`src/rtl/csma_pkg.sv`:
```
package csma_pkg;
  typedef enum logic [2:0] {
    ST_IDLE,
    ST_BACKOFF,
    ST_CCA,
    ST_ALIGN,
    ST_GRANT,
    ST_FAIL
  } acc_state_e;
endpackage

```
`src/rtl/csma_lfsr.sv`:
```
module csma_lfsr #(
  parameter int unsigned           W    = 16,
  parameter logic [W-1:0]          TAPS = 16'hB400,
  parameter logic [W-1:0]          RST  = 16'hACE1
) (
  input  logic         clk_i,
  input  logic         rst_ni,
  input  logic         load_i,
  input  logic [W-1:0] seed_i,
  input  logic         step_i,
  output logic [W-1:0] next_o
);
  logic [W-1:0] state_q;

  assign next_o = {state_q[W-2:0], ^(state_q & TAPS)};

  always_ff @(posedge clk_i or negedge rst_ni) begin
    if (!rst_ni)      state_q <= RST;
    else if (load_i)  state_q <= (seed_i == '0) ? W'(1) : seed_i;
    else if (step_i)  state_q <= next_o;
  end
endmodule

```
`src/rtl/csma_backoff_cnt.sv`:
```
module csma_backoff_cnt #(
  parameter int unsigned CW = 5
) (
  input  logic          clk_i,
  input  logic          rst_ni,
  input  logic          load_i,
  input  logic [CW-1:0] load_val_i,
  input  logic          dec_i,
  output logic          zero_o
);
  logic [CW-1:0] cnt_q;

  assign zero_o = (cnt_q == '0);

  always_ff @(posedge clk_i or negedge rst_ni) begin
    if (!rst_ni)                cnt_q <= '0;
    else if (load_i)            cnt_q <= load_val_i;
    else if (dec_i && !zero_o)  cnt_q <= cnt_q - 1'b1;
  end
endmodule

```
`src/rtl/csma_attempt.sv`:
```
module csma_attempt #(
  parameter int unsigned MIN_BE = 3,
  parameter int unsigned MAX_BE = 5,
  parameter int unsigned MAX_NB = 4,
  parameter int unsigned BE_W   = 3,
  parameter int unsigned NB_W   = 3
) (
  input  logic            clk_i,
  input  logic            rst_ni,
  input  logic            clear_i,
  input  logic            busy_i,
  output logic [BE_W-1:0] be_bump_o,
  output logic            limit_o
);
  logic [BE_W-1:0] be_q;
  logic [NB_W-1:0] nb_q;

  assign be_bump_o = (be_q < BE_W'(MAX_BE)) ? be_q + 1'b1 : be_q;
  // next busy result would exceed the limit
  assign limit_o   = (nb_q >= NB_W'(MAX_NB));

  always_ff @(posedge clk_i or negedge rst_ni) begin
    if (!rst_ni) begin
      be_q <= BE_W'(MIN_BE);
      nb_q <= '0;
    end else if (clear_i) begin
      be_q <= BE_W'(MIN_BE);
      nb_q <= '0;
    end else if (busy_i) begin
      be_q <= be_bump_o;
      nb_q <= nb_q + 1'b1;
    end
  end
endmodule

```
`src/rtl/csma_slot_engine.sv`:
```
module csma_slot_engine
  import csma_pkg::*;
#(
  parameter int unsigned            LFSR_W_P    = 16,
  parameter logic [LFSR_W_P-1:0]    LFSR_TAPS_P = 16'hB400,
  parameter logic [LFSR_W_P-1:0]    LFSR_RST_P  = 16'hACE1,
  parameter int unsigned            MIN_BE_P    = 3,
  parameter int unsigned            MAX_BE_P    = 5,
  parameter int unsigned            MAX_NB_P    = 4
) (
  input  logic                clk_i,
  input  logic                rst_ni,
  input  logic                seed_load_i,
  input  logic [LFSR_W_P-1:0] seed_i,
  input  logic                req_i,
  input  logic                bnd_i,
  input  logic                cca_done_i,
  input  logic                cca_busy_i,
  output logic                cca_req_o,
  output logic                grant_o,
  output logic                fail_o
);
  localparam int unsigned CW   = MAX_BE_P;
  localparam int unsigned BE_W = $clog2(MAX_BE_P + 2);
  localparam int unsigned NB_W = $clog2(MAX_NB_P + 2);

  acc_state_e state_q, state_d;

  logic                start, cca_hit, busy_hit, redraw, draw;
  logic                cnt_zero, limit;
  logic [BE_W-1:0]     be_bump, draw_be;
  logic [CW-1:0]       mask, draw_val;
  logic [LFSR_W_P-1:0] rnd_next;

  assign start    = (state_q == ST_IDLE) && req_i;
  assign cca_hit  = (state_q == ST_CCA) && cca_done_i;
  assign busy_hit = cca_hit && cca_busy_i;
  assign redraw   = busy_hit && !limit;
  assign draw     = start || redraw;
  assign draw_be  = start ? BE_W'(MIN_BE_P) : be_bump;

  always_comb begin
    for (int i = 0; i < int'(CW); i++) mask[i] = (i < int'(draw_be));
  end
  assign draw_val = rnd_next[CW-1:0] & mask;

  csma_lfsr #(
    .W    (LFSR_W_P),
    .TAPS (LFSR_TAPS_P),
    .RST  (LFSR_RST_P)
  ) i_lfsr (
    .clk_i  (clk_i),
    .rst_ni (rst_ni),
    .load_i (seed_load_i),
    .seed_i (seed_i),
    .step_i (draw),
    .next_o (rnd_next)
  );

  csma_backoff_cnt #(.CW(CW)) i_cnt (
    .clk_i      (clk_i),
    .rst_ni     (rst_ni),
    .load_i     (draw),
    .load_val_i (draw_val),
    .dec_i      ((state_q == ST_BACKOFF) && bnd_i),
    .zero_o     (cnt_zero)
  );

  csma_attempt #(
    .MIN_BE (MIN_BE_P),
    .MAX_BE (MAX_BE_P),
    .MAX_NB (MAX_NB_P),
    .BE_W   (BE_W),
    .NB_W   (NB_W)
  ) i_attempt (
    .clk_i     (clk_i),
    .rst_ni    (rst_ni),
    .clear_i   (start),
    .busy_i    (busy_hit),
    .be_bump_o (be_bump),
    .limit_o   (limit)
  );

  always_comb begin
    state_d = state_q;
    unique case (state_q)
      ST_IDLE:    if (req_i) state_d = ST_BACKOFF;
      ST_BACKOFF: if (bnd_i && cnt_zero) state_d = ST_CCA;
      ST_CCA:     if (cca_done_i) begin
                    if (!cca_busy_i) state_d = ST_ALIGN;
                    else if (limit)  state_d = ST_FAIL;
                    else             state_d = ST_BACKOFF;
                  end
      ST_ALIGN:   if (bnd_i) state_d = ST_GRANT;
      ST_GRANT,
      ST_FAIL:    state_d = ST_IDLE;
      default:    state_d = ST_IDLE;
    endcase
  end

  always_ff @(posedge clk_i or negedge rst_ni) begin
    if (!rst_ni) state_q <= ST_IDLE;
    else         state_q <= state_d;
  end

  assign cca_req_o = (state_q == ST_CCA);
  assign grant_o   = (state_q == ST_GRANT);
  assign fail_o    = (state_q == ST_FAIL);
endmodule

```
`config.mk`:
```
export PLATFORM = sky130hd
export DESIGN_NAME = csma_slot_engine
export DESIGN_NICKNAME = d
export VERILOG_FILES = /design/src/rtl/csma_pkg.sv /design/src/rtl/csma_lfsr.sv /design/src/rtl/csma_backoff_cnt.sv /design/src/rtl/csma_attempt.sv /design/src/rtl/csma_slot_engine.sv
export SDC_FILE = /design/constraint.sdc
export NUM_CORES = 1
export LEC_CHECK = 0
export ABC_AREA = 1
export BUFFER_PORTS_ARGS = -buffer_cell sky130_fd_sc_hd__buf_2
export CORE_AREA = 3 3 58 70
export DETAILED_ROUTE_END_ITERATION = 10
export DIE_AREA = 0 0 61 73
export PLACE_DENSITY = 0.75
export SETUP_SLACK_MARGIN = 0.2
export SYNTH_ARGS = -nofsm -noshare
export SYNTH_HDL_FRONTEND = slang
export SYNTH_SLANG_ARGS = --single-unit
```
`constraint.sdc`:
```
create_clock -name clk_i -period 1.8 [get_ports clk_i]
set_input_delay 0.54 -clock clk_i [delete_from_list [all_inputs] [get_ports clk_i]]
set_output_delay 0.54 -clock clk_i [all_outputs]
set_load 0.005 [all_outputs]
```
==> results of run 1 <==
[state kept, by name, indices dropped and copies added, names as in the netlist]
register        count
i_attempt.be_q      3
state_q             3
i_lfsr.state_q     16
i_attempt.nb_q      3
i_cnt.cnt_q         5
[worst register-to-register path, stage by stage (launching register included)]
cell and delay [ns]:
dfrtp_1 0.40, nor2_4 0.16, buf_4 0.15, nand3_4 0.12, nand2_4 0.14, nand2_8 0.09, nand2_8 0.11, clkbuf_16 0.17
o211ai_2 0.08
[per-layer routing]
layer / vias to the layer above / GRT usage, % / wire (µm)
met5: - / 0 / 0
met4: 0 / 7.95 / 65
met3: 5 / 4.78 / 151
met2: 40 / 35.9 / 2200
met1: 818 / 23.3 / 1740
li1: 914 / - / -
[cells in the final DEF, fill, tap and decap left out, types with 2 or more instances in the layout]
master     count
nand2_1       66
nor2_2         3
nand2_8        2
nand3_1       17
a21oi_1        9
buf_4         12
clkbuf_8       8
nand2_4        2
dfrtp_2        2
ha_1           5
nor3b_1        2
clkbuf_16      2
o211ai_2       3
nor2_1        30
o21ai_0       20
inv_1         34
nand4_1        2
buf_2         24
dfrtp_1       18
dfstp_2       10
o21ai_1       14
[cell families after synthesis]
kind of cell	Yosys count	synth area share [%]
adder cells (fa/ha/maj)	5	3.34
AO/OA/AOI/OAI	50	14.8
XOR/XNOR	1	0.467
flip-flops	30	40.7
AND/OR/NAND/NOR	132	31.1
buffers and inverters	43	9.55
[power breakdown]
part / internal (mW) / total (mW) / leakage [nW] / switching [mW]
clock: 0.386 / 0.641 / 0.0575 / 0.256
combinational: 0.754 / 1.82 / 0.786 / 1.06
sequential: 0.999 / 1.19 / 0.353 / 0.192
[how the worst min path moves through the flow]
stage                               endpoint  cells past startpoint               start
final                      i_attempt.nb_q[2]                      2              rst_ni
after global routing       i_attempt.nb_q[1]                      2              rst_ni
after CTS                         state_q[2]                      2              rst_ni
after detailed placement  i_lfsr.state_q[11]                      2  i_lfsr.state_q[11]
after global placement     i_lfsr.state_q[7]                      2   i_lfsr.state_q[7]
after floorplan            i_attempt.be_q[2]                      0              rst_ni
[cell type report]
| cell class | instances | share of cell area, % |
|---|---|---|
| Sequential cell | 30 | 32.8 |
| Tap cell | 37 | 1.98 |
| Timing Repair Buffer | 40 | 12.5 |
| Multi-Input combinational cell | 188 | 42.1 |
| Clock buffer | 8 | 4.72 |
| Inverter | 36 | 5.89 |
[timing repair]
action                     in CTS  in global routing
hold buffers                    0                  0
resized for setup               5                 11
gates cloned                    0                  2
setup buffers                   9                  1
pin swaps                       2                  3
setup endpoints to repair      19                 24
==> impl_metrics.yaml, run 1 <==
yosys:
  netlist_instances: 261
  synthTopCellsByCount: "nand2_1 (69), inv_1 (34), nor2_1 (31)"
  yosysMostFrequentCell: "nand2_1"
  ys_seq_elements: 30
  synth-main-ff-cell: "dfrtp_1"
  avgSynthCellArea_um2: 7.18
  synthArstFlopShare_pct: 100
  synth_fp_nets: 289
  synth_top_area_cell: "dfrtp_1"
  synth_area_leaders: "dfrtp_1 (27%), dfstp_2 (14%), nand2_1 (14%)"
  synth.distinct_cells: 30
  yosysSeqAreaShare_pct: 40.7
  synth.top_cell.area_share_pct: 26.7
  synth_edf_count: 0
  yosysWarningCount: 0
  syn_area_um2: 1870
layout:
  drive_above_1_share_pct: 26.2
  fillCellCount: 301
  stdcell_area_um2: 2330
  syn2layout_area_growth_pct: 24.6
  multi_input_area_um2: 983
  stdcell_count: 339
  seq_area_um2: 766
  final_util_pct: 68.2
  fin_nets: 329
  num_antenna_cells: 0
placed_design:
  io_buffers: 25
  place_hpwl_um: 2780
  post_dp_cell_area_um2: 2040
  dp_cells: 319
  gp_congestion: 0.847
  dp_slack_ns: 0.134
route:
  totalWireLength_um: 4150
  drtPass1Iterations: 4
  ant_nets: 0
  wl_per_cell_um: 12.2
  drt_iter0_drc: 87
  drc: 0
  vias: 1777
  viasPerCell: 5.24
clock_tree:
  cts.clk_slew.worst_paths_ns: 0.06
  cts_buffers: 5
  clk_path_buf_depth: 2
  ctsRootBufferMaster: "clkbuf_8"
  htreeDepth: 2
  cts.sinks: 30
  cts_tree: "done"
  clk_latency_ns: 0.29
sta:
  rsz0062_at_grt: "yes"
  slew_viol_final: 0
  fmax_ghz: 0.622
  hold_viol: 0
  slew_headroom_pct: 74.8
  post-route-min-period_ns: 1.61
  tightestPinTransition_ns: 0.378
  finalCritPeriodShare_pct: 89.4
  tns_ns: 0
  fin_skew_ns: 0.00662
  setup_slack_ns: 0.192
  fin_hold_ws_ns: 0.254
  setup_violations: 0
floorplanning:
  ioPinCount: 26
  start_util_pct: 54.7
  design.die.area_um2: 4450
  core_um2: 3420
  die_w_um: 61
  rows: 23
  die_y_um: 73
power_and_ir_drop:
  finalPower_mw: 3.65
  p_leak_nw: 1.20
  max-vdd-ir-drop_uv: 830
  power_density_nw_per_um2: 1560
global_routing:
  grt_use_total_pct: 20.4
  grt_pass1_vias: 1617
  grt_max_degree: 31
  grt_pass1_wl_um: 6740
  antenna_found_initial: 0
  grt_overflow: 0
critical_path:
  path_class: "reg -> out"
  cp-start-kind: "flip-flop"
  r2r_cells: 8
  startpoint: "state_q[2]"
  arrival_ns: 1.07
  cpMaxStageDelayCell: "dfrtp_1"
  endpoint: "cca_req_o"
  worstPathRequired_ns: 1.26
  cp_cell_sequence: "nor2_4 -> nand2_2 -> inv_2 -> buf_6"
  cp_num_buf_inv: 2
  cp.depth: 4
  worst_r2r_endpoint: "i_lfsr.state_q[1]"
  r2r_start: "state_q[2]"
  cpLargestDelayFamily: "flip-flops"
  critPathMaxFanout: 3
  end_kind: "primary output"
  slowest_delay_ns: 0.40
  r2r_slack_ns: 0.28
min_path:
  hp-class: "in -> async"
run:
  max-cap-violations: 0
status:
  outcome: "finished clean"
(Power assumes the default switching activity.)
==> run 2, diff against run 1 <==
- SETUP_SLACK_MARGIN: 0.2 -> unset
==> run 2 against run 1 <==
Effect of this change: clock skew is 0.0022 ns lower; non-clock buffer count fell by 12; combinational power shrank 19%; clock power decreased by 0.8%; wire length down 11%; register-to-register slack got worse by 0.07 ns; hold slack lost 0.00067 ns; first-iteration DRC count down 36%; cell count down 3.5%; die area unchanged; sequential share of layout area rose by 2.7 points; utilization down 5.3 points; critical path type unchanged; critical endpoint unchanged; largest cell class unchanged.
==> impl_metrics.yaml, run 2 (same netlist as run 1, synthesis figures left out) <==
global_routing:
  grt_max_degree: 31
  grt_pass1_wl_um: 6520
  grt_pass1_vias: 1570
  antenna_found_initial: 0
  grt_overflow: 0
  grt_use_total_pct: 19.7
placed_design:
  io_buffers: 25
  dp_slack_ns: 0.134
  gp_congestion: 0.847
  dp_cells: 319
  place_hpwl_um: 2780
critical_path:
  worst_r2r_endpoint: "i_lfsr.state_q[0]"
  cpMaxStageDelayCell: "dfrtp_2"
  cp_cell_sequence: "nor2_4 -> nand2_1 -> inv_2 -> buf_2"
  end_kind: "primary output"
  arrival_ns: 1.20
  cp_num_buf_inv: 2
  critPathMaxFanout: 5
  worstPathRequired_ns: 1.26
  r2r_cells: 8
  cp.depth: 4
  path_class: "reg -> out"
  slowest_delay_ns: 0.44
  r2r_slack_ns: 0.21
  cp-start-kind: "flip-flop"
  r2r_start: "state_q[0]"
  cpLargestDelayFamily: "flip-flops"
  endpoint: "cca_req_o"
  startpoint: "state_q[0]"
sta:
  fmax_ghz: 0.575
  slew_viol_final: 0
  setup_violations: 0
  fin_skew_ns: 0.00444
  post-route-min-period_ns: 1.74
  fin_hold_ws_ns: 0.253
  slew_headroom_pct: 74.2
  tightestPinTransition_ns: 0.383
  tns_ns: 0
  finalCritPeriodShare_pct: 96.5
  rsz0062_at_grt: "no"
  setup_slack_ns: 0.0623
  hold_viol: 0
floorplanning:
  die_w_um: 61
  rows: 23
  core_um2: 3420
  start_util_pct: 54.7
  design.die.area_um2: 4450
  ioPinCount: 26
  die_y_um: 73
clock_tree:
  cts.sinks: 30
  ctsRootBufferMaster: "clkbuf_8"
  post-cts-setup-buffer-count: 0
  cts_tree: "done"
  clk_latency_ns: 0.28
  htreeDepth: 2
  clk_path_buf_depth: 2
  cts_buffers: 5
  cts.repair.resized: 0
  cts.clk_slew.worst_paths_ns: 0.06
  cts_hold_buf: 0
route:
  ant_nets: 0
  vias: 1695
  drc: 0
  drtPass1Iterations: 4
  viasPerCell: 5.18
  drt_iter0_drc: 56
  totalWireLength_um: 3700
  wl_per_cell_um: 11.3
layout:
  layout_commonest_cell: "nand2_1"
  syn2layout_area_growth_pct: 14.9
  multi_input_area_um2: 937
  final_cell_mix: "nand2_1 (69), inv_1 (34), nor2_1 (31)"
  drive_above_1_share_pct: 20.7
  stdcell_count: 327
  seq_area_um2: 764
  largest-register: "i_lfsr.state_q"
  final_util_pct: 62.9
  fillCellCount: 325
  largest_register_ffs: 16
  fin_nets: 317
  reg.largest.list: "i_lfsr.state_q x16, i_cnt.cnt_q x5"
  num_antenna_cells: 0
min_path:
  hp-class: "in -> async"
power_and_ir_drop:
  power_density_nw_per_um2: 1540
  max-vdd-ir-drop_uv: 821
  p_leak_nw: 1.11
run:
  max-cap-violations: 0
status:
  outcome: "finished clean"
[run 2: area by class of cell]
class,instances,share of cell area [%]
Inverter,36,6.28
Multi-Input combinational cell,188,43.5
Tap cell,37,2.15
Sequential cell,30,35.5
Clock buffer,8,5.11
Timing Repair Buffer,28,7.44
[run 2: how the worst min path moves through the flow]
| stage | from | end | slack [ns] |
|---|---|---|---|
| after floorplan | rst_ni | i_attempt.be_q[2] | 0.24 |
| after global placement | i_lfsr.state_q[7] | i_lfsr.state_q[7] | 0.47 |
| after detailed placement | i_lfsr.state_q[11] | i_lfsr.state_q[11] | 0.48 |
| after CTS | rst_ni | state_q[2] | 0.26 |
| after global routing | rst_ni | i_attempt.nb_q[1] | 0.28 |
| final | rst_ni | i_attempt.nb_q[2] | 0.25 |
[run 2: metal layers]
metal | global-route usage (%) | up-vias | share of wire [%]
met2 | 34.0 | 42 | 49
met3 | 4.78 | 7 | 4.7
met5 | 0 | - | 0
li1 | - | 893 | -
met1 | 22.9 | 753 | 45
met4 | 7.95 | 0 | 1.8
[run 2: report_power, final]
part	total, mW	switching (mW)	leakage, nW	internal, mW
Sequential	1.19	0.193	0.355	0.998
Clock	0.636	0.251	0.0575	0.386
Combinational	1.48	0.937	0.698	0.543
Total	3.31	1.38	1.11	1.93
[run 2: stage by stage]
step           cell area [µm²]  power [mW]
6_report                  2150        3.31
5_1_grt                   2150        3.66
4_1_cts                   2150        3.33
3_5_place_dp              2040        2.67
3_3_place_gp              2040        2.63
2_1_floorplan             1870        2.34
==> run 3, diff against run 2 <==
- ABC_AREA: 1 -> unset
- CORE_AREA: 3 3 58 70 -> 3 3 56 69
- DIE_AREA: 0 0 61 73 -> 0 0 59 72
==> run 3 against run 2 <==
Effect of this change: clock skew is 0.0015 ns lower; the run now ends with setup timing left; largest cell class unchanged; cell count decreased by 16%; synthesized area fell by 5.0%; synthesized cell count decreased by 29%; sequential cell count did not move; largest power group unchanged; global-route usage grew 2.7 points; register-to-register slack worse by 0.30 ns; hold slack better by 0.046 ns; wire length is 25% higher.
==> impl_metrics.yaml, run 3 <==
yosys:
  yosysWarningCount: 0
  avgSynthCellArea_um2: 9.62
  synth_fp_nets: 213
  synth-main-ff-cell: "dfrtp_1"
  synth_area_leaders: "dfrtp_1 (28%), dfstp_2 (15%), o21ai_0 (6.5%)"
  synth.top_cell.area_share_pct: 28.1
  synthTopCellsByCount: "o21ai_0 (23), nand2_1 (21), dfrtp_1 (20)"
  syn_area_um2: 1780
  synth_top_area_cell: "dfrtp_1"
  synth_edf_count: 0
  yosysMostFrequentCell: "o21ai_0"
  yosysSeqAreaShare_pct: 42.9
  ys_seq_elements: 30
  netlist_instances: 185
  synth.distinct_cells: 49
  synthArstFlopShare_pct: 100
critical_path:
  r2r_start: "i_attempt.be_q[1]"
  cp_cell_sequence: "ha_1 -> nor4bb_1 -> buf_4 -> nor3_2 -> a311oi_1 -> a311oi_2"
  r2r_slack_ns: -0.09
  worstPathRequired_ns: 1.94
  r2r_cells: 6
  cpMaxStageDelayCell: "dfstp_2"
  startpoint: "i_attempt.be_q[1]"
  arrival_ns: 2.03
  worst_r2r_endpoint: "i_cnt.cnt_q[3]"
  cpLargestDelayFamily: "flip-flops"
  cp_num_buf_inv: 1
  cp-start-kind: "flip-flop"
  endpoint: "i_cnt.cnt_q[3]"
  end_kind: "flip-flop"
  path_class: "reg -> reg"
  cp.depth: 6
  slowest_delay_ns: 0.53
  critPathMaxFanout: 3
global_routing:
  grt_pass1_vias: 1694
  antenna_found_initial: 0
  grt_max_degree: 31
  grt_pass1_wl_um: 7250
  met2_usage_pct: 40.0
  use_met3_pct: 5.52
  grt.busiest_layer: "met2"
  grt.met1_usage_pct: 23.8
  grt_overflow: 0
  grt_use_total_pct: 22.4
sta:
  tns_ns: -0.133
  setup_violations: 3
  fin_skew_ns: 0.00299
  slew_viol_final: 0
  slew_headroom_pct: 54.3
  post-route-min-period_ns: 1.89
  hold_viol: 0
  tightestPinTransition_ns: 0.685
  setup_slack_ns: -0.0864
  fin_hold_ws_ns: 0.299
  rsz0062_at_grt: "yes"
  finalCritPeriodShare_pct: 105
  fmax_ghz: 0.530
clock_tree:
  clk_path_buf_depth: 2
  htreeDepth: 2
  cts.sinks: 30
  cts_hold_buf: 0
  cts_tree: "done"
  clk_latency_ns: 0.28
  cts.clk_slew.worst_paths_ns: 0.06
  cts_buffers: 5
  ctsRootBufferMaster: "clkbuf_8"
floorplanning:
  ioPinCount: 26
  design.die.area_um2: 4250
  die_w_um: 59
  die_y_um: 72
  rows: 23
  start_util_pct: 54.3
  core_um2: 3280
placed_design:
  io_buffers: 25
  dp_cells: 258
  place_hpwl_um: 3200
  gp_congestion: 0.932
route:
  vias: 1627
  viasPerCell: 5.94
  drtPass1Iterations: 4
  ant_nets: 0
  drc: 0
  drt_iter0_drc: 95
  totalWireLength_um: 4640
  wl_per_cell_um: 16.9
power_and_ir_drop:
  max-vdd-ir-drop_uv: 747
  finalPower_mw: 2.96
  p_leak_nw: 1.02
  power_density_nw_per_um2: 1290
layout:
  final_cell_mix: "buf_2 (24), buf_4 (21), nand2_1 (20), dfrtp_1 (20), o21ai_0 (17)"
  seq_area_um2: 763
  reg.largest.list: "i_lfsr.state_q x16, i_cnt.cnt_q x5"
  num_antenna_cells: 0
  fillCellCount: 257
  layout_commonest_cell: "buf_2"
  multi_input_area_um2: 976
  largest_register_ffs: 16
  fin_nets: 264
  stdcell_count: 274
  largest-register: "i_lfsr.state_q"
  final_util_pct: 69.9
  syn2layout_area_growth_pct: 28.8
  drive_above_1_share_pct: 36.7
status:
  violations: "setup timing"
  outcome: "finished, violations left"
min_path:
  hp-class: "in -> async"
run:
  max-cap-violations: 0
## run 3: changes by cell type after synthesis, sizes merged, moves of 3 or more
cell and delta:
nand2 -49, inv -26, nor2 -26, nand3 -15, a2bb2oi +12, o21ai -10, nand2b +4, nor4 +4
xnor2 +4, mux2i +3, nor3 +3, xor2 +3
## run 3: worst min path at each step
stage	startpoint	to	slack, ns	cells past startpoint
global route	rst_ni	state_q[0]	0.33	1
global placement	state_q[2]	state_q[0]	0.44	1
finish	rst_ni	state_q[0]	0.30	1
detailed placement	state_q[2]	state_q[0]	0.46	1
floorplan	rst_ni	i_attempt.be_q[2]	0.24	0
CTS	rst_ni	i_cnt.cnt_q[3]	0.32	1
## run 3: cell families (layout without fill, tap and decap cells)
kind of cell,Yosys count,in the layout,synth area share (%)
AO/OA/AOI/OAI,58,58,22.8
XOR/XNOR,8,8,3.93
adder cells (fa/ha/maj),5,5,3.51
buffers and inverters,19,71,5.20
flip-flops,30,30,42.9
multiplexers,5,5,2.95
AND/OR/NAND/NOR,60,60,18.7
## run 3: power by group
group	internal [mW]	switching [mW]	leakage, nW
Sequential	0.897	0.144	0.356
Combinational	0.705	0.708	0.625
Clock	0.274	0.237	0.0395
Total	1.88	1.09	1.02
## run 3: final cells by class
| class | instances | area share [%] |
|---|---|---|
| sequential | 30 | 33.3 |
| timing repair buffer | 53 | 17.0 |
| multi-input combinational | 136 | 42.6 |
| tap | 37 | 2.02 |
| inverter | 10 | 1.64 |
| clock buffer | 8 | 3.49 |
## run 3: repair_timing
| action | CTS | global route |
|---|---|---|
| resized for setup | 5 | 18 |
| cloned | 0 | 1 |
| buffers inserted | 4 | 3 |
| setup endpoints to repair | 12 | 23 |
| pin swaps | 1 | 3 |
## run 3: routing by layer
metal	wire length, µm	vias up
met2	2510	53
li1	-	778
met4	125	0
met3	256	14
met1	1740	782
met5	0	-
## run 3: metrics by stage
step,worst slack (ns),instance area [µm²]
2_1_floorplan,0.0159,1790
6_report,-0.0864,2290
3_3_place_gp,-0.0344,2050
4_1_cts,-0.0327,2180
3_5_place_dp,-0.0785,2050
5_1_grt,-0.134,2290
